[src/rtl/srcsel_pkg.sv]
package srcsel_pkg;
  typedef enum logic [2:0] {
    SRC_BAT = 3'b001,
    SRC_USB = 3'b010,
    SRC_DC  = 3'b100
  } src_e;
endpackage

[src/rtl/srcsel_chan_qual.sv]
// Window compare followed by an agreement debounce for one input.
module srcsel_chan_qual #(
  parameter int MV_W    = 16,
  parameter int DEB_LEN = 8
) (
  input  logic            clk,
  input  logic            rst,
  input  logic [MV_W-1:0] mv,
  input  logic [MV_W-1:0] lo_mv,
  input  logic [MV_W-1:0] hi_mv,
  output logic            ok
);
  localparam int CNT_W = $clog2(DEB_LEN + 1);
  localparam logic [CNT_W-1:0] LAST = CNT_W'(DEB_LEN - 1);

  logic             in_window;
  logic [CNT_W-1:0] agree_cnt;

  assign in_window = (mv > lo_mv) && (mv < hi_mv);

  always_ff @(posedge clk) begin
    if (rst) begin
      ok        <= 1'b0;
      agree_cnt <= '0;
    end else if (in_window == ok) begin
      agree_cnt <= '0;
    end else if (agree_cnt == LAST) begin
      ok        <= in_window;
      agree_cnt <= '0;
    end else begin
      agree_cnt <= agree_cnt + 1'b1;
    end
  end
endmodule

[src/rtl/srcsel_limit_calc.sv]
// Base limit for the effective source, then linear thermal derating.
module srcsel_limit_calc
  import srcsel_pkg::*;
#(
  parameter int LIM_W        = 12,
  parameter int TEMP_W       = 8,
  parameter int LIM_LOW_MA   = 100,
  parameter int LIM_HIGH_MA  = 500,
  parameter int PROG_MIN_MA  = 500,
  parameter int FULL_MA      = 2000,
  parameter int HOT_START_C  = 100,
  parameter int PCT_PER_C    = 5
) (
  input  src_e              src,
  input  logic              dc_prog_mode,
  input  logic              usb_lim_hi,
  input  logic [LIM_W-1:0]  prog_lim_ma,
  input  logic [TEMP_W-1:0] die_temp_c,
  output logic [LIM_W-1:0]  tgt_ma,
  output logic              hot_off
);
  localparam int HOT_END_C = HOT_START_C + (100 + PCT_PER_C - 1) / PCT_PER_C;
  localparam int PROD_W    = LIM_W + 8;
  localparam logic [TEMP_W-1:0] T_START = TEMP_W'(HOT_START_C);
  localparam logic [TEMP_W-1:0] T_END   = TEMP_W'(HOT_END_C);
  localparam logic [LIM_W-1:0] L_LOW  = LIM_W'(LIM_LOW_MA);
  localparam logic [LIM_W-1:0] L_HIGH = LIM_W'(LIM_HIGH_MA);
  localparam logic [LIM_W-1:0] L_PMIN = LIM_W'(PROG_MIN_MA);
  localparam logic [LIM_W-1:0] L_FULL = LIM_W'(FULL_MA);

  logic [LIM_W-1:0]  usb_class;
  logic [LIM_W-1:0]  prog_clamped;
  logic [LIM_W-1:0]  base_ma;
  logic [7:0]        keep_pct;
  logic [PROD_W-1:0] scaled;

  always_comb begin
    usb_class = usb_lim_hi ? L_HIGH : L_LOW;
    if (prog_lim_ma < L_PMIN)      prog_clamped = L_PMIN;
    else if (prog_lim_ma > L_FULL) prog_clamped = L_FULL;
    else                           prog_clamped = prog_lim_ma;

    unique case (src)
      SRC_DC:  base_ma = dc_prog_mode ? prog_clamped : usb_class;
      SRC_USB: base_ma = usb_class;
      default: base_ma = '0;
    endcase
  end

  always_comb begin
    hot_off = (die_temp_c >= T_END);
    if (die_temp_c <= T_START) keep_pct = 8'd100;
    else if (hot_off)          keep_pct = 8'd0;
    else keep_pct = 8'(100 - PCT_PER_C * (int'(die_temp_c) - HOT_START_C));
    scaled = (PROD_W'(base_ma) * PROD_W'(keep_pct)) / PROD_W'(100);
    tgt_ma = scaled[LIM_W-1:0];
  end
endmodule

[src/rtl/srcsel_ramp.sv]
// Slews the setpoint toward the target by a fixed step per clock.
module srcsel_ramp #(
  parameter int LIM_W = 12,
  parameter int STEP  = 4
) (
  input  logic             clk,
  input  logic             rst,
  input  logic             clr,
  input  logic [LIM_W-1:0] tgt_ma,
  output logic [LIM_W-1:0] lvl_ma
);
  localparam logic [LIM_W:0]   STEP_WIDE = (LIM_W+1)'(STEP);
  localparam logic [LIM_W-1:0] STEP_V    = LIM_W'(STEP);

  logic [LIM_W:0]   up_sum;
  logic [LIM_W-1:0] gap_dn;

  assign up_sum = {1'b0, lvl_ma} + STEP_WIDE;
  assign gap_dn = lvl_ma - tgt_ma;

  always_ff @(posedge clk) begin
    if (rst || clr) begin
      lvl_ma <= '0;
    end else if (lvl_ma < tgt_ma) begin
      lvl_ma <= (up_sum >= {1'b0, tgt_ma}) ? tgt_ma : up_sum[LIM_W-1:0];
    end else if (lvl_ma > tgt_ma) begin
      lvl_ma <= (gap_dn <= STEP_V) ? tgt_ma : (lvl_ma - STEP_V);
    end
  end
endmodule

[src/rtl/supply_source_sel.sv]
module supply_source_sel
  import srcsel_pkg::*;
#(
  parameter int MV_W          = 16,
  parameter int LIM_W         = 12,
  parameter int TEMP_W        = 8,
  parameter int DEB_LEN       = 8,
  parameter int CLK_MHZ       = 10,
  parameter int RAMP_US       = 50,
  parameter int DC_LO_MV      = 4150,
  parameter int DC_LO_DUAL_MV = 4450,
  parameter int DC_HI_MV      = 16000,
  parameter int USB_LO_MV     = 4100,
  parameter int USB_HI_MV     = 6600,
  parameter int LIM_LOW_MA    = 100,
  parameter int LIM_HIGH_MA   = 500,
  parameter int PROG_MIN_MA   = 500,
  parameter int FULL_MA       = 2000,
  parameter int HOT_START_C   = 100,
  parameter int PCT_PER_C     = 5
) (
  input  logic              clk,
  input  logic              rst,
  input  logic [MV_W-1:0]   dc_mv,
  input  logic [MV_W-1:0]   usb_mv,
  input  logic              dc_prog_mode,
  input  logic              usb_lim_hi,
  input  logic [LIM_W-1:0]  prog_lim_ma,
  input  logic              suspend,
  input  logic [TEMP_W-1:0] die_temp_c,
  output logic              dc_ok,
  output logic              usb_ok,
  output logic [2:0]        src_sel,
  output logic [LIM_W-1:0]  ilim_ma
);
  localparam int RAMP_CYC  = (CLK_MHZ * RAMP_US < 1) ? 1 : CLK_MHZ * RAMP_US;
  localparam int RAMP_RAW  = (FULL_MA + RAMP_CYC - 1) / RAMP_CYC;
  localparam int RAMP_STEP = (RAMP_RAW < 1) ? 1 : RAMP_RAW;
  localparam int N_CH      = 2;
  localparam int CH_DC     = 0;
  localparam int CH_USB    = 1;

  logic [MV_W-1:0] ch_mv [N_CH];
  logic [MV_W-1:0] ch_lo [N_CH];
  logic [MV_W-1:0] ch_hi [N_CH];
  logic [N_CH-1:0] ch_ok;

  always_comb begin
    ch_mv[CH_DC]  = dc_mv;
    ch_lo[CH_DC]  = ch_ok[CH_USB] ? MV_W'(DC_LO_DUAL_MV) : MV_W'(DC_LO_MV);
    ch_hi[CH_DC]  = MV_W'(DC_HI_MV);
    ch_mv[CH_USB] = usb_mv;
    ch_lo[CH_USB] = MV_W'(USB_LO_MV);
    ch_hi[CH_USB] = MV_W'(USB_HI_MV);
  end

  for (genvar c = 0; c < N_CH; c++) begin : g_chan
    srcsel_chan_qual #(
      .MV_W   (MV_W),
      .DEB_LEN(DEB_LEN)
    ) u_qual (
      .clk  (clk),
      .rst  (rst),
      .mv   (ch_mv[c]),
      .lo_mv(ch_lo[c]),
      .hi_mv(ch_hi[c]),
      .ok   (ch_ok[c])
    );
  end

  assign dc_ok  = ch_ok[CH_DC];
  assign usb_ok = ch_ok[CH_USB];

  // Arbitration: requested source vs. the one in service.
  src_e want_src, cur_src, eff_src;
  logic [LIM_W-1:0] tgt_ma;
  logic             hot_off;
  logic             ramp_clr;

  always_comb begin
    if (ch_ok[CH_DC])       want_src = SRC_DC;
    else if (ch_ok[CH_USB]) want_src = SRC_USB;
    else                    want_src = SRC_BAT;
    // While a change is pending, aim the ramp at zero.
    eff_src  = (want_src == cur_src) ? cur_src : SRC_BAT;
    ramp_clr = suspend || hot_off;
  end

  always_ff @(posedge clk) begin
    if (rst || suspend) begin
      cur_src <= SRC_BAT;
    end else if (want_src != cur_src && (cur_src == SRC_BAT || ilim_ma == '0)) begin
      cur_src <= want_src;
    end
  end

  srcsel_limit_calc #(
    .LIM_W      (LIM_W),
    .TEMP_W     (TEMP_W),
    .LIM_LOW_MA (LIM_LOW_MA),
    .LIM_HIGH_MA(LIM_HIGH_MA),
    .PROG_MIN_MA(PROG_MIN_MA),
    .FULL_MA    (FULL_MA),
    .HOT_START_C(HOT_START_C),
    .PCT_PER_C  (PCT_PER_C)
  ) u_calc (
    .src         (eff_src),
    .dc_prog_mode(dc_prog_mode),
    .usb_lim_hi  (usb_lim_hi),
    .prog_lim_ma (prog_lim_ma),
    .die_temp_c  (die_temp_c),
    .tgt_ma      (tgt_ma),
    .hot_off     (hot_off)
  );

  srcsel_ramp #(
    .LIM_W(LIM_W),
    .STEP (RAMP_STEP)
  ) u_ramp (
    .clk   (clk),
    .rst   (rst),
    .clr   (ramp_clr),
    .tgt_ma(tgt_ma),
    .lvl_ma(ilim_ma)
  );

  assign src_sel = cur_src;
endmodule

[config.mk]
export PLATFORM = sky130hd
export DESIGN_NAME = supply_source_sel
export DESIGN_NICKNAME = d
export VERILOG_FILES = /design/src/rtl/srcsel_pkg.sv /design/src/rtl/srcsel_chan_qual.sv /design/src/rtl/srcsel_limit_calc.sv /design/src/rtl/srcsel_ramp.sv /design/src/rtl/supply_source_sel.sv
export SDC_FILE = /design/constraint.sdc
export NUM_CORES = 1
export LEC_CHECK = 0
export BUFFER_PORTS_ARGS = -buffer_cell sky130_fd_sc_hd__buf_2
export CORE_MARGIN = 2
export CORE_UTILIZATION = 40
export CTS_CLUSTER_SIZE = 24
export DETAILED_ROUTE_END_ITERATION = 8
export GPL_TIMING_DRIVEN = 0
export PLACE_DENSITY_LB_ADDON = 0.3
export SETUP_SLACK_MARGIN = 0.2
export SLEW_MARGIN = 20
export SYNTH_ARGS = -nofsm -noshare
export SYNTH_HDL_FRONTEND = slang
export SYNTH_SLANG_ARGS = --single-unit
export TNS_END_PERCENT = 50
[constraint.sdc]
create_clock -name clk -period 34.2 [get_ports clk]
set_clock_uncertainty 0.1 [all_clocks]
set_input_delay 5.13 -clock clk [delete_from_list [all_inputs] [get_ports clk]]
set_output_delay 5.13 -clock clk [all_outputs]
set_load 0.005 [all_outputs]
[After elaboration in Yosys (flattened, before gate mapping)]
Cells that the tools add are included.
Cells by class
  $add $sub $neg: 7
  $mul: 2
  divide/modulo/power cells: 1
  $lt $le $gt $ge: 12
  equality and inequality tests: 9
  shift operators: 0
  multiplexer cells: 15
  bitwise gates (word level): 2
  reduce and logical (&&, ||, !) cells: 13
Operator list (number)
  12-bit 2-to-1 mux: 7
  4-bit by 32-bit multiplier with 8-bit output (first input constant): 1
  12-bit case mux with 2 select lines: 1
  20-bit by 7-bit divider with 20-bit output (second input constant): 1
  12-bit by 8-bit multiplier with 20-bit output: 1
  9-bit 2-to-1 mux: 2
  16-bit by 13-bit > comparator with 1-bit output: 1
  16-bit by 13-bit > comparator with 1-bit output (second input constant): 1
  16-bit by 13-bit less-than comparator with 1-bit output (second input constant): 1
  16-bit by 14-bit less-than comparator with 1-bit output (second input constant): 1
  8-bit 2-to-1 mux: 2
  12-bit by 3-bit adder with 13-bit output (second input constant): 1
  13-bit by 12-bit >= comparator with 1-bit output: 1
  12-bit by 11-bit > comparator with 1-bit output (second input constant): 1
  12-bit > comparator: 1
  12-bit by 3-bit <= comparator with 1-bit output (second input constant): 1
  12-bit logical NOT: 1
  12-bit less-than comparator: 1
  12-bit by 9-bit less-than comparator with 1-bit output (second input constant): 1
  12-bit subtractor: 1
  12-bit by 3-bit subtractor with 12-bit output (second input constant): 1
  8-bit by 7-bit subtractor with 9-bit output (second input constant): 1
  4-bit by 1-bit adder with 4-bit output (second input constant): 2
  4-bit by 3-bit equality test with 1-bit output (second input constant): 2
  other kinds (17): 27
Storage, ports and cells
  register bits after elaboration: 25
  bits in latches: 0
  memory bits (writable): 0
  ROM bits: 0
  input bits: 57
  output and inout bits: 17
  word-level logic and storage cells: 67
  memories kept: 0

[Depth between registers and ports, before layout]
Gate-level depths: netlist of run 1.
  depth in word-level cells: 13
  gate-level depth with buffers: 89
  gate-level depth less buffers: 83

[Cells and area by module]
A second synthesis of run 1 with hierarchy kept.
Unflattened totals
  cells, all modules: 1559
  area, all modules: 11886.4 sq um
By module, submodules not included
  srcsel_limit_calc: instances 1, cells each 1000, area an instance 7703.6 sq um, sequential area each 0.0 sq um
  srcsel_chan_qual: instances 2, cells each 135, area an instance 1008.5 sq um, sequential area each 100.1 sq um
  srcsel_ramp: instances 1, cells each 257, area an instance 1914.3 sq um, sequential area each 240.2 sq um
  supply_source_sel: instances 1, cells each 32, area an instance 251.5 sq um, sequential area each 60.1 sq um

[Worst setup path after synthesis of run 1]
OpenSTA, ideal clock, no wires.
  path type: input to register
  from: input die_temp_c[2]
  to: register u_ramp.lvl_ma[5]
  library setup time: 0.086 ns
  data arrival time: 21.491 ns
  path slack: 12.524 ns
  cell stages on the path: 81
  cell sequence: inv_1 ha_1 inv_1 ha_1 inv_1 fa_1 inv_1 fa_1 inv_1 a21o_1 a21oi_1 xnor2_1 a21oi_1 clkbuf_1 nor2_1 fa_1 inv_1 fa_1 [... 45 more ...] nor2b_1 o21a_1 o21a_1 o21ai_0 nand2b_1 and2_1 o21ai_0 nand2b_1 a21o_1 a21oi_1 xor2_1 and3_1 clkbuf_1 clkbuf_1 nor2_1 a21oi_1 o22ai_1 a211oi_1
On the way
  cells in the longest elaborated chain, start to end: 12
Ends and longest elaborated chain
  start: declaration: RTL line supply_source_sel.sv:30  | input logic [TEMP_W-1:0] die_temp_c,
  8-bit by 7-bit subtractor with 9-bit output: RTL line srcsel_limit_calc.sv:54  | else keep_pct = 8'(100 - PCT_PER_C * (int'(die_temp_c) - HOT_START_C));
  4-bit by 32-bit multiplier with 8-bit output: RTL line srcsel_limit_calc.sv:54
  8-bit subtractor: RTL line srcsel_limit_calc.sv:54
  8-bit 2-to-1 mux: RTL line srcsel_limit_calc.sv:53  | else if (hot_off) keep_pct = 8'd0;
  8-bit 2-to-1 mux: RTL line srcsel_limit_calc.sv:52  | if (die_temp_c <= T_START) keep_pct = 8'd100;
  12-bit by 8-bit multiplier with 20-bit output: RTL line srcsel_limit_calc.sv:55  | scaled = (PROD_W'(base_ma) * PROD_W'(keep_pct)) / PROD_W'(100);
  20-bit by 7-bit divider with 20-bit output: RTL line srcsel_limit_calc.sv:55
  12-bit subtractor: RTL line srcsel_ramp.sv:19  | assign gap_dn = lvl_ma - tgt_ma;
  12-bit by 3-bit <= comparator with 1-bit output: RTL line srcsel_ramp.sv:27  | lvl_ma <= (gap_dn <= STEP_V) ? tgt_ma : (lvl_ma - STEP_V);
  12-bit 2-to-1 mux: RTL line srcsel_ramp.sv:27
  12-bit 2-to-1 mux: RTL line srcsel_ramp.sv:26  | end else if (lvl_ma > tgt_ma) begin
  12-bit 2-to-1 mux: RTL line srcsel_ramp.sv:24  | end else if (lvl_ma < tgt_ma) begin
  end signal: assignment: RTL line srcsel_ramp.sv:25  | lvl_ma <= (up_sum >= {1'b0, tgt_ma}) ? tgt_ma : up_sum[LIM_W-1:0];
  end signal: assignment: RTL line srcsel_ramp.sv:27
  end: declaration: RTL line srcsel_ramp.sv:10  | output logic [LIM_W-1:0] lvl_ma
Several ways; a longest one is shown, not always the timed one. The select of a mux whose other input is x is not followed.
A chain may end at the register's enable or synchronous reset.

[Worst setup path after layout of run 1]
  from: input die_temp_c[2]
  to: register u_ramp.lvl_ma[2]
The elaborated chain is that of the path after synthesis.

==> run_results.csv, run 1 <==
group,metric,value,unit
detailed_routing,drcViolationCount,0,
grt,grt_util_all_layers,20.1,%
grt,grt_pass1_wl,42600,um
critical_path,startpoint_type,"primary input",
final_layout,fillers,2406,
synth,netlist-cell-type-count,102,
clocking,postCtsHoldBufs,0,
detailed_routing,wirelength,24700,um
synth,syn_area,9470,sq um
hold_path,min_path_type,"flip-flop to flip-flop",
sta,finalHoldViolCount,0,
detailed_routing,drt_iter0_drc,635,
critical_path,endpoint,"u_ramp.lvl_ma[2]",
placement,place.gp.congestion,0.929,
critical_path,crit_path_max_incr_delay,0.60,ns
detailed_routing,dr.pass1.iters,5,
detailed_routing,vias,9740,
clocking,post_cts.repair.setup_buffers,0,
sta,min_period,24.59,ns
clocking,cts_max_level,1,
floorplan,core_region_area,23300,sq um
clocking,tritoncts,"done",
placement,dp.final_hpwl,20400,um
clocking,clk_pin_slew_worst_paths,0.07,ns
critical_path,r2r_end,"u_ramp.lvl_ma[2]",
synth,syn_inst,1291,
sta,worst_pin_slew,0.879,ns
status,status,"completed",
critical_path,rr_startpoint,"src_sel[2]",
sta,slew_headroom,41.2,%
synth,synthFlopType,"dfxtp_1",
critical_path,crit_family,"compound AO/OA/AOI/OAI gates",
critical_path,cp_data_arrival_time,24.64,ns
placement,io_buffers,73,
synth,syn_area_per_cell,7.34,sq um
synth,synth_edf_count,0,
sta,whs,0.354,ns
floorplan,die_y,158,um
final_layout,drive_above_1_share,12.5,%
floorplan,die_x,158,um
grt,grt_max_degree,17,
job,maxCapViolations,0,
synth,async_flop_share,0,%
sta,grt_setup_unrepaired,"no",
critical_path,path_depth,83,
sta,setup_viol,0,
clocking,clk_latency,0.27,ns
sta,clock.fmax,40.7,MHz
detailed_routing,vias_per_cell,5.75,
critical_path,cp_slowest_cell,"a31oi_1",
critical_path,worstRegToRegCells,71,
synth,yosysSeqAreaShare,5.28,%
floorplan,die-area,24900,sq um
synth,synth.ff_latch_count,25,
grt,grt-ovfl-total,0,
critical_path,path_buf_inv,15,
detailed_routing,wl_per_cell,14.6,um
clocking,cts_resized,0,
clocking,numCtsBuffers,3,
final_layout,areaGrowthSynthToFinish,9.34,%
floorplan,ioPinCount,74,
final_layout,fin_nets,1586,
floorplan,start_util,40.6,%
final_layout,num_antenna_cells,0,
sta,setup_tns,0,ns
critical_path,end_kind,"flip-flop",
sta,drv_slew,0,
grt,grt_pass1_vias,9099,
critical_path,worst-endpoint-required,34.24,ns
synth,yosys_warnings,0,
clocking,cts_buffer_depth,2,
clocking,cts-root-buf,"clkbuf_16",
critical_path,path_max_fanout,10,
critical_path,cp-startpoint,"die_temp_c[2]",
clocking,cts_sinks,25,
sta,finalCritPeriodShare,71.9,%
critical_path,worstSetupPathType,"primary input to flip-flop",
critical_path,ff2ff_setup_slack,15.74,ns
grt,antenna_found_initial,0,
detailed_routing,ant_nets,0,
floorplan,fp-row-count,56,
==> cell families (layout without fill, tap and decap cells) <==
logic type / count (synthesis) / in the layout / synth area share, %
and+or+nand+nor: 475 / 475 / 25.0
AOI/OAI and AO/OA: 388 / 388 / 29.7
buffers and inverters: 168 / 246 / 6.92
adders and majority gates: 155 / 155 / 25.4
xor gates and xnor gates: 63 / 63 / 5.90
DFF: 25 / 25 / 5.28
muxes: 15 / 15 / 1.64
other: 2 / 8 / 0.0793
==> area by class of cell <==
| type | instances | area [sq um] | share of cell area, % |
|---|---|---|---|
| plain buffers | 38 | 168 | 1.62 |
| clock buffers | 3 | 75.1 | 0.725 |
| clock inverters | 1 | 8.76 | 0.0846 |
| inverters | 130 | 488 | 4.71 |
| multi-input cells | 1104 | 8340 | 80.6 |
| flip-flops and latches | 25 | 500 | 4.83 |
| well taps | 319 | 399 | 3.85 |
| repair buffers | 74 | 373 | 3.60 |
==> layout by cell type (no fill, tap or decap), types with 6 or more instances in the layout <==
master,synthesis,layout
ha_1,90,90
a21oi_1,86,86
a22oi_1,9,9
a31oi_1,17,17
inv_1,128,128
a311oi_1,6,6
nand2_1,83,83
nor2_1,149,149
fa_1,63,63
o31ai_1,7,7
xnor2_1,41,41
nor3_2,6,6
xor2_1,21,21
or3_1,9,9
nor2b_1,9,9
or2_2,28,28
nor3_1,41,41
o21ai_0,50,50
o21ai_1,13,13
o22ai_1,9,9
nor4_1,8,8
a211o_1,7,7
o211ai_1,24,24
buf_2,11,84
nand3_1,48,48
a21o_1,26,26
and2_1,13,13
dfxtp_1,25,25
a2111oi_0,6,6
clkbuf_1,25,25
nand4_1,19,19
nand2b_1,20,20
o21a_1,16,16
conb_1,2,8
and3_1,10,10
a211oi_1,15,15
or2_1,8,8
mux2i_1,11,11
==> cell usage after synthesis, drive strengths merged (6+ instances only) <==
| cell | n | share of area, % |
|---|---|---|
| fa | 63 | 13 |
| a211o | 7 | 0.65 |
| nor3 | 47 | 2.8 |
| and2 | 13 | 0.86 |
| a22oi | 9 | 0.71 |
| clkbuf | 25 | 0.99 |
| nor4 | 10 | 0.79 |
| a211oi | 19 | 1.8 |
| inv | 130 | 5.2 |
| o21ai | 64 | 3.4 |
| o21a | 16 | 1.3 |
| a2111oi | 9 | 0.92 |
| o22ai | 9 | 0.59 |
| a21o | 26 | 2.1 |
| dfxtp | 25 | 5.3 |
| nand2b | 20 | 1.3 |
| or2 | 37 | 2.4 |
| nand3 | 49 | 2.6 |
| buf | 13 | 0.78 |
| a31oi | 20 | 1.6 |
| o31ai | 10 | 1.1 |
| xor2 | 21 | 1.9 |
| and3 | 11 | 0.78 |
| o211ai | 29 | 2.6 |
| a21oi | 88 | 4.7 |
| xnor2 | 42 | 4.0 |
| nor2 | 151 | 6.1 |
| nor2b | 9 | 0.59 |
| mux2i | 11 | 1.2 |
| a221oi | 6 | 0.69 |
| a311oi | 7 | 0.71 |
| ha | 90 | 12 |
| nand2 | 84 | 3.4 |
| or3 | 9 | 0.59 |
| nand4 | 19 | 1.3 |
==> worst min-delay path by stage <==
stage / from / to / cells after the start
2_1_floorplan: g_chan[1].u_qual.agree_cnt[0] / g_chan[1].u_qual.agree_cnt[0] / 1
3_3_place_gp: g_chan[1].u_qual.agree_cnt[0] / g_chan[1].u_qual.agree_cnt[0] / 1
3_5_place_dp: g_chan[0].u_qual.agree_cnt[0] / g_chan[0].u_qual.agree_cnt[0] / 1
4_1_cts: g_chan[0].u_qual.agree_cnt[0] / g_chan[0].u_qual.agree_cnt[0] / 1
5_1_grt: g_chan[1].u_qual.agree_cnt[0] / g_chan[1].u_qual.agree_cnt[0] / 1
6_report: g_chan[0].u_qual.agree_cnt[0] / g_chan[0].u_qual.agree_cnt[0] / 1
==> through the flow <==
| step | area (sq um) | cells | setup slack (ns) | util, % |
|---|---|---|---|---|
| CTS | 10400 | 1694 | 9.99 | 44.4 |
| detailed placement | 10300 | 1690 | 9.74 | 44.0 |
| global placement | 10300 | 1689 | 9.88 | 44.0 |
| global route | 10400 | 1694 | 8.10 | 44.4 |
| finish | 10400 | 1694 | 9.61 | 44.4 |
| floorplan | 9490 | 1297 | 12.52 | - |
==> worst reg2reg max path: cells and delay by family (launching register included) <==
family	cells	cell delay, ns
compound gates	24	6.75
fa+ha+maj	7	2.82
simple gates	28	6.01
buf+inv	8	1.20
flops	1	0.40
xor+xnor	2	0.33
mux	2	0.70
==> registers in the layout, indices dropped and copies added, names as in the netlist <==
register / flops
u_ramp.lvl_ma: 12
g_chan.u_qual.agree_cnt: 8
src_sel: 3
g_chan.u_qual.ok: 2
==> routing by layer <==
metal / track usage (%) / share of wire, % / wire length (um)
met3: 2.03 / 4.2 / 1040
met1: 28.1 / 48 / 12000
met2: 33.7 / 45 / 11200
met5: 0 / 0 / 0
met4: 4.33 / 2.0 / 497
Power of run 1 is left out: the tool's default activity adds up to more than one toggle a clock period on the data nets, which glitch-free logic cannot reach.
==> run 2, diff against run 1 <==
- clock period: 34.2 -> 20 ns (I/O delays scaled with it)
==> run 2 against run 1 <==
Core utilization is 12 points higher. First-iteration DRC count is 20% higher. Global-route usage is 1.8 points higher. Setup slack worse by 9.5 ns. Routed wire length is 18% higher. Die area stayed put. Critical path depth is 1 higher.
==> run_results.csv, run 2 (same netlist as run 1, synthesis figures left out) <==
group,metric,value,unit
final_layout,seq_area,500,sq um
detailed_routing,vias,10500,
critical_path,path_max_fanout,6,
clocking,cts-root-buf,"clkbuf_16",
clocking,tritoncts,"done",
final_layout,drive_above_1_share,34.5,%
clocking,cts_sinks,25,
hold_path,worstHoldStart,"g_chan[0].u_qual.agree_cnt[0]",
critical_path,cp_common_cell,"a21oi_2",
hold_path,min_to,"g_chan[0].u_qual.agree_cnt[0]",
detailed_routing,wirelength,29100,um
floorplan,start_util,40.6,%
hold_path,min_path_type,"flip-flop to flip-flop",
placement,dp.final_hpwl,20400,um
critical_path,startpoint_type,"primary input",
floorplan,core_region_area,23300,sq um
critical_path,path_buf_inv,15,
critical_path,end_kind,"flip-flop",
grt,grt-ovfl-total,0,
final_layout,fillers,2065,
critical_path,worst-endpoint-required,20.09,ns
floorplan,fp-row-count,56,
floorplan,ioPinCount,74,
sta,min_period,19.90,ns
grt,grt_pass1_wl,46200,um
grt,grt_pass1_vias,9871,
floorplan,die-area,24900,sq um
sta,drv_slew,0,
detailed_routing,wl_per_cell,16.0,um
sta,finalCritPeriodShare,99.5,%
clocking,clk_latency,0.27,ns
critical_path,cp_data_arrival_time,19.99,ns
detailed_routing,ant_nets,0,
detailed_routing,drcViolationCount,0,
placement,place.gp.congestion,0.929,
floorplan,die_y,158,um
clocking,cts_max_level,1,
critical_path,crit_path_max_incr_delay,0.57,ns
sta,worst_pin_slew,1.00,ns
placement,placed_cell_area,10300,sq um
sta,setup_viol,0,
critical_path,crit_family,"compound AO/OA/AOI/OAI gates",
sta,setup_tns,0,ns
grt,grt_max_degree,17,
final_layout,areaGrowthSynthToFinish,38.4,%
clocking,cts_buffer_depth,2,
clocking,postCtsHoldBufs,0,
critical_path,worstRegToRegCells,73,
final_layout,final_common_cell,"nor2_1",
detailed_routing,dr.pass1.iters,5,
clocking,numCtsBuffers,3,
critical_path,worstSetupPathType,"primary input to flip-flop",
critical_path,rr_startpoint,"src_sel[2]",
floorplan,die_x,158,um
final_layout,largest_register_ffs,12,
final_layout,regMostFlops,"u_ramp.lvl_ma",
sta,clock.fmax,50.2,MHz
detailed_routing,drt_iter0_drc,759,
placement,dp_cells,1690,
sta,grt_setup_unrepaired,"yes",
final_layout,num_antenna_cells,0,
sta,whs,0.354,ns
sta,finalHoldViolCount,0,
placement,io_buffers,73,
critical_path,cp_slowest_cell,"or4b_4",
job,maxCapViolations,0,
hold_path,hold_depth,1,
grt,grt_util_all_layers,21.9,%
clocking,clk_pin_slew_worst_paths,0.07,ns
sta,slew_headroom,32.8,%
final_layout,final_area,13100,sq um
status,status,"completed",
critical_path,ff2ff_setup_slack,3.24,ns
detailed_routing,vias_per_cell,5.77,
grt,antenna_found_initial,0,
critical_path,r2r_end,"u_ramp.lvl_ma[0]",
final_layout,layout_common_cells,"nor2_1 (125), buf_4 (120), inv_1 (111)",
final_layout,fin_nets,1718,
final_layout,stdcell_count,1826,
final_layout,multi_input_area,9820,sq um
run 2: cell types whose count changed in the layout (fill, tap and decap cells not counted), sizes merged:
cell | previous run | this run
clkbuf | 28 | 23
nand2 | 84 | 85
buf | 87 | 223
run 2: cell type report:
class | instances | share of cell area [%]
clock buffer | 3 | 0.573
timing repair buffer | 205 | 11.3
multi-input combinational | 1105 | 74.9
inverter | 130 | 3.87
tap | 319 | 3.04
sequential | 25 | 3.82
clock inverter | 1 | 0.0668
buffer | 38 | 2.38
run 2: metal layers:
layer  part of all wire (%)  wire, um  vias up  track usage [%]
met1                     44     12800     5026             29.3
met4                    2.0       571        0             4.03
met5                      0         0        -                0
met2                     50     14500      322             38.6
met3                    4.2      1220       72             2.11
li1                       -         -     5120                -
run 2: worst max-delay path by stage:
stage | from | endpoint | slack, ns | cells after the start
finish | die_temp_c[2] | u_ramp.lvl_ma[0] | 0.1 | 84
CTS | die_temp_c[2] | u_ramp.lvl_ma[0] | 0.20 | 81
detailed placement | die_temp_c[2] | u_ramp.lvl_ma[2] | -2.33 | 83
global placement | die_temp_c[2] | u_ramp.lvl_ma[2] | -2.19 | 84
floorplan | die_temp_c[2] | u_ramp.lvl_ma[5] | 0.45 | 81
global route | die_temp_c[3] | u_ramp.lvl_ma[11] | -0.56 | 89
run 2: repair_timing:
action / 4_1_cts / 5_1_grt
resized for setup: 181 / 211
endpoints found under the hold margin: 0 / 0
setup endpoints to repair: 12 / 12
gates cloned: 1 / 3
pin swaps: 81 / 132
setup buffers: 70 / 58
run 2: per-stage QoR:
| step | worst slack [ns] | utilization, % |
|---|---|---|
| after floorplan | 0.454 | - |
| after global placement | -2.19 | 44.0 |
| after detailed placement | -2.33 | 44.0 |
| after CTS | 0.198 | 50.3 |
| after global routing | -0.565 | 56.2 |
| final | 0.0963 | 56.2 |
Power of run 2 is left out for the same reason.
==> run 3, diff against run 2 <==
- PLACE_DENSITY_LB_ADDON: 0.3 -> 0.15
==> run 3 against run 2 <==
Worst hold slack lost 0.0055 ns. Register-to-register slack gained 0.32 ns. Routed wire length shrank 1.7%. First-iteration DRC count shrank 9.4%. Maximum frequency grew 0.92%. Final cell count shrank 0.38%. Setup slack gained 0.18 ns. Count of clock-buffer cells in the layout is the same. Non-clock buffer count shrank 7. Die area is the same. Critical endpoint is now u_ramp.lvl_ma[11].
==> run_results.csv, run 3 (same netlist as run 1, synthesis figures left out) <==
group,metric,value,unit
critical_path,end_kind,"flip-flop",
sta,slew_headroom,30.3,%
floorplan,die_x,158,um
final_layout,regMostFlops,"u_ramp.lvl_ma",
final_layout,final_area,12700,sq um
grt,antenna_found_initial,0,
detailed_routing,vias_per_cell,5.69,
final_layout,fillers,2232,
placement,dp.final_hpwl,21100,um
critical_path,crit_path_max_incr_delay,0.51,ns
clocking,clk_pin_slew_worst_paths,0.07,ns
final_layout,num_antenna_cells,0,
clocking,cts-root-buf,"clkbuf_16",
critical_path,worstSetupPathType,"primary input to flip-flop",
detailed_routing,vias,10300,
hold_path,min_to,"g_chan[0].u_qual.agree_cnt[0]",
sta,finalHoldViolCount,0,
floorplan,die_y,158,um
final_layout,final_common_cell,"nor2_1",
final_layout,areaGrowthSynthToFinish,33.9,%
final_layout,fin_nets,1711,
final_layout,utilization,54.4,%
job,maxCapViolations,0,
detailed_routing,wl_per_cell,15.7,um
grt,grt-ovfl-total,0,
critical_path,cp_common_cell,"a21o_1",
detailed_routing,ant_nets,0,
status,status,"completed",
clocking,cts_sinks,25,
critical_path,path_max_fanout,6,
critical_path,r2r_end,"u_ramp.lvl_ma[11]",
floorplan,die-area,24900,sq um
sta,whs,0.349,ns
critical_path,worst-endpoint-required,20.10,ns
critical_path,rr_startpoint,"src_sel[2]",
critical_path,path_buf_inv,17,
clocking,cts_buffer_depth,2,
detailed_routing,wirelength,28600,um
critical_path,startpoint_type,"primary input",
final_layout,largest_register_ffs,12,
hold_path,worstHoldStart,"g_chan[0].u_qual.agree_cnt[0]",
critical_path,worstRegToRegCells,74,
final_layout,drive_above_1_share,31.7,%
sta,worst_pin_slew,1.04,ns
floorplan,core_region_area,23300,sq um
floorplan,start_util,40.6,%
sta,finalCritPeriodShare,98.6,%
sta,setup_viol,0,
grt,grt_pass1_wl,47400,um
detailed_routing,drt_iter0_drc,688,
clocking,clk_latency,0.27,ns
sta,drv_slew,0,
critical_path,ff2ff_setup_slack,3.56,ns
sta,grt_setup_unrepaired,"yes",
sta,min_period,19.72,ns
placement,placed_cell_area,10300,sq um
clocking,tritoncts,"done",
floorplan,ioPinCount,74,
hold_path,hold_depth,1,
sta,clock.fmax,50.7,MHz
floorplan,fp-row-count,56,
critical_path,cp_slowest_cell,"fa_1",
clocking,postCtsHoldBufs,0,
placement,place.gp.congestion,0.869,
grt,grt_util_all_layers,22.6,%
hold_path,min_path_type,"flip-flop to flip-flop",
sta,setup_tns,0,ns
grt,grt_pass1_vias,9835,
detailed_routing,drcViolationCount,0,
final_layout,layout_common_cells,"nor2_1 (131), inv_1 (120), buf_4 (114)",
critical_path,cp_data_arrival_time,19.82,ns
detailed_routing,dr.pass1.iters,5,
placement,io_buffers,73,
clocking,numCtsBuffers,3,
clocking,cts_max_level,1,
critical_path,crit_family,"compound AO/OA/AOI/OAI gates",
grt,grt_max_degree,17,
[run 3: cell types whose count changed in the layout (fill, tap and decap cells not counted), sizes merged]
| cell | change |
|---|---|
| buf | -7 |
[run 3: worst register-to-register path, delay by kind of cell, from the launching register on]
kind / cells / cell delay (ns)
simple gates: 24 / 5.53
mux: 2 / 0.43
compound gates: 26 / 5.31
flops: 1 / 0.40
xor+xnor: 1 / 0.21
fa+ha+maj: 6 / 2.48
buf+inv: 15 / 1.92
[run 3: per-layer routing]
layer / up-vias / track usage, % / wire length [um]
met2: 274 / 38.2 / 13600
li1: 5093 / - / -
met3: 33 / 2.27 / 1270
met5: - / 0 / 0
met4: 0 / 4.24 / 416
met1: 4945 / 31.4 / 13400
[run 3: worst max path at each step]
stage,startpoint,to,slack (ns),cells past startpoint
final,die_temp_c[3],u_ramp.lvl_ma[11],0.28,84
after global routing,die_temp_c[2],u_ramp.lvl_ma[0],-0.55,87
after CTS,die_temp_c[3],u_ramp.lvl_ma[11],0.20,81
after detailed placement,die_temp_c[2],u_ramp.lvl_ma[2],-2.50,84
after global placement,die_temp_c[2],u_ramp.lvl_ma[2],-2.38,84
after floorplan,die_temp_c[2],u_ramp.lvl_ma[5],0.45,81
[run 3: cell type report]
type | count | area (sq um) | share of cell area [%]
Clock buffer | 3 | 75.1 | 0.592
Clock inverter | 1 | 8.76 | 0.0690
Timing Repair Buffer | 198 | 1420 | 11.2
Buffer | 38 | 277 | 2.18
Sequential cell | 25 | 500 | 3.95
Inverter | 130 | 503 | 3.96
Multi-Input combinational cell | 1105 | 9500 | 74.9
Tap cell | 319 | 399 | 3.15
[run 3: repair_timing]
| action | 4_1_cts | 5_1_grt |
|---|---|---|
| gates resized for setup | 188 | 122 |
| hold endpoints to repair | 0 | 0 |
| pin swaps | 80 | 89 |
| cloned | 2 | 2 |
| endpoints found under the setup margin | 12 | 12 |
| buffers inserted | 68 | 53 |
[run 3: through the flow]
stage | setup slack [ns] | cells
3_3_place_gp | -2.38 | 1689
4_1_cts | 0.202 | 1764
5_1_grt | -0.550 | 1819
3_5_place_dp | -2.50 | 1690
2_1_floorplan | 0.454 | 1297
6_report | 0.278 | 1819
Power of run 3 is left out for the same reason.
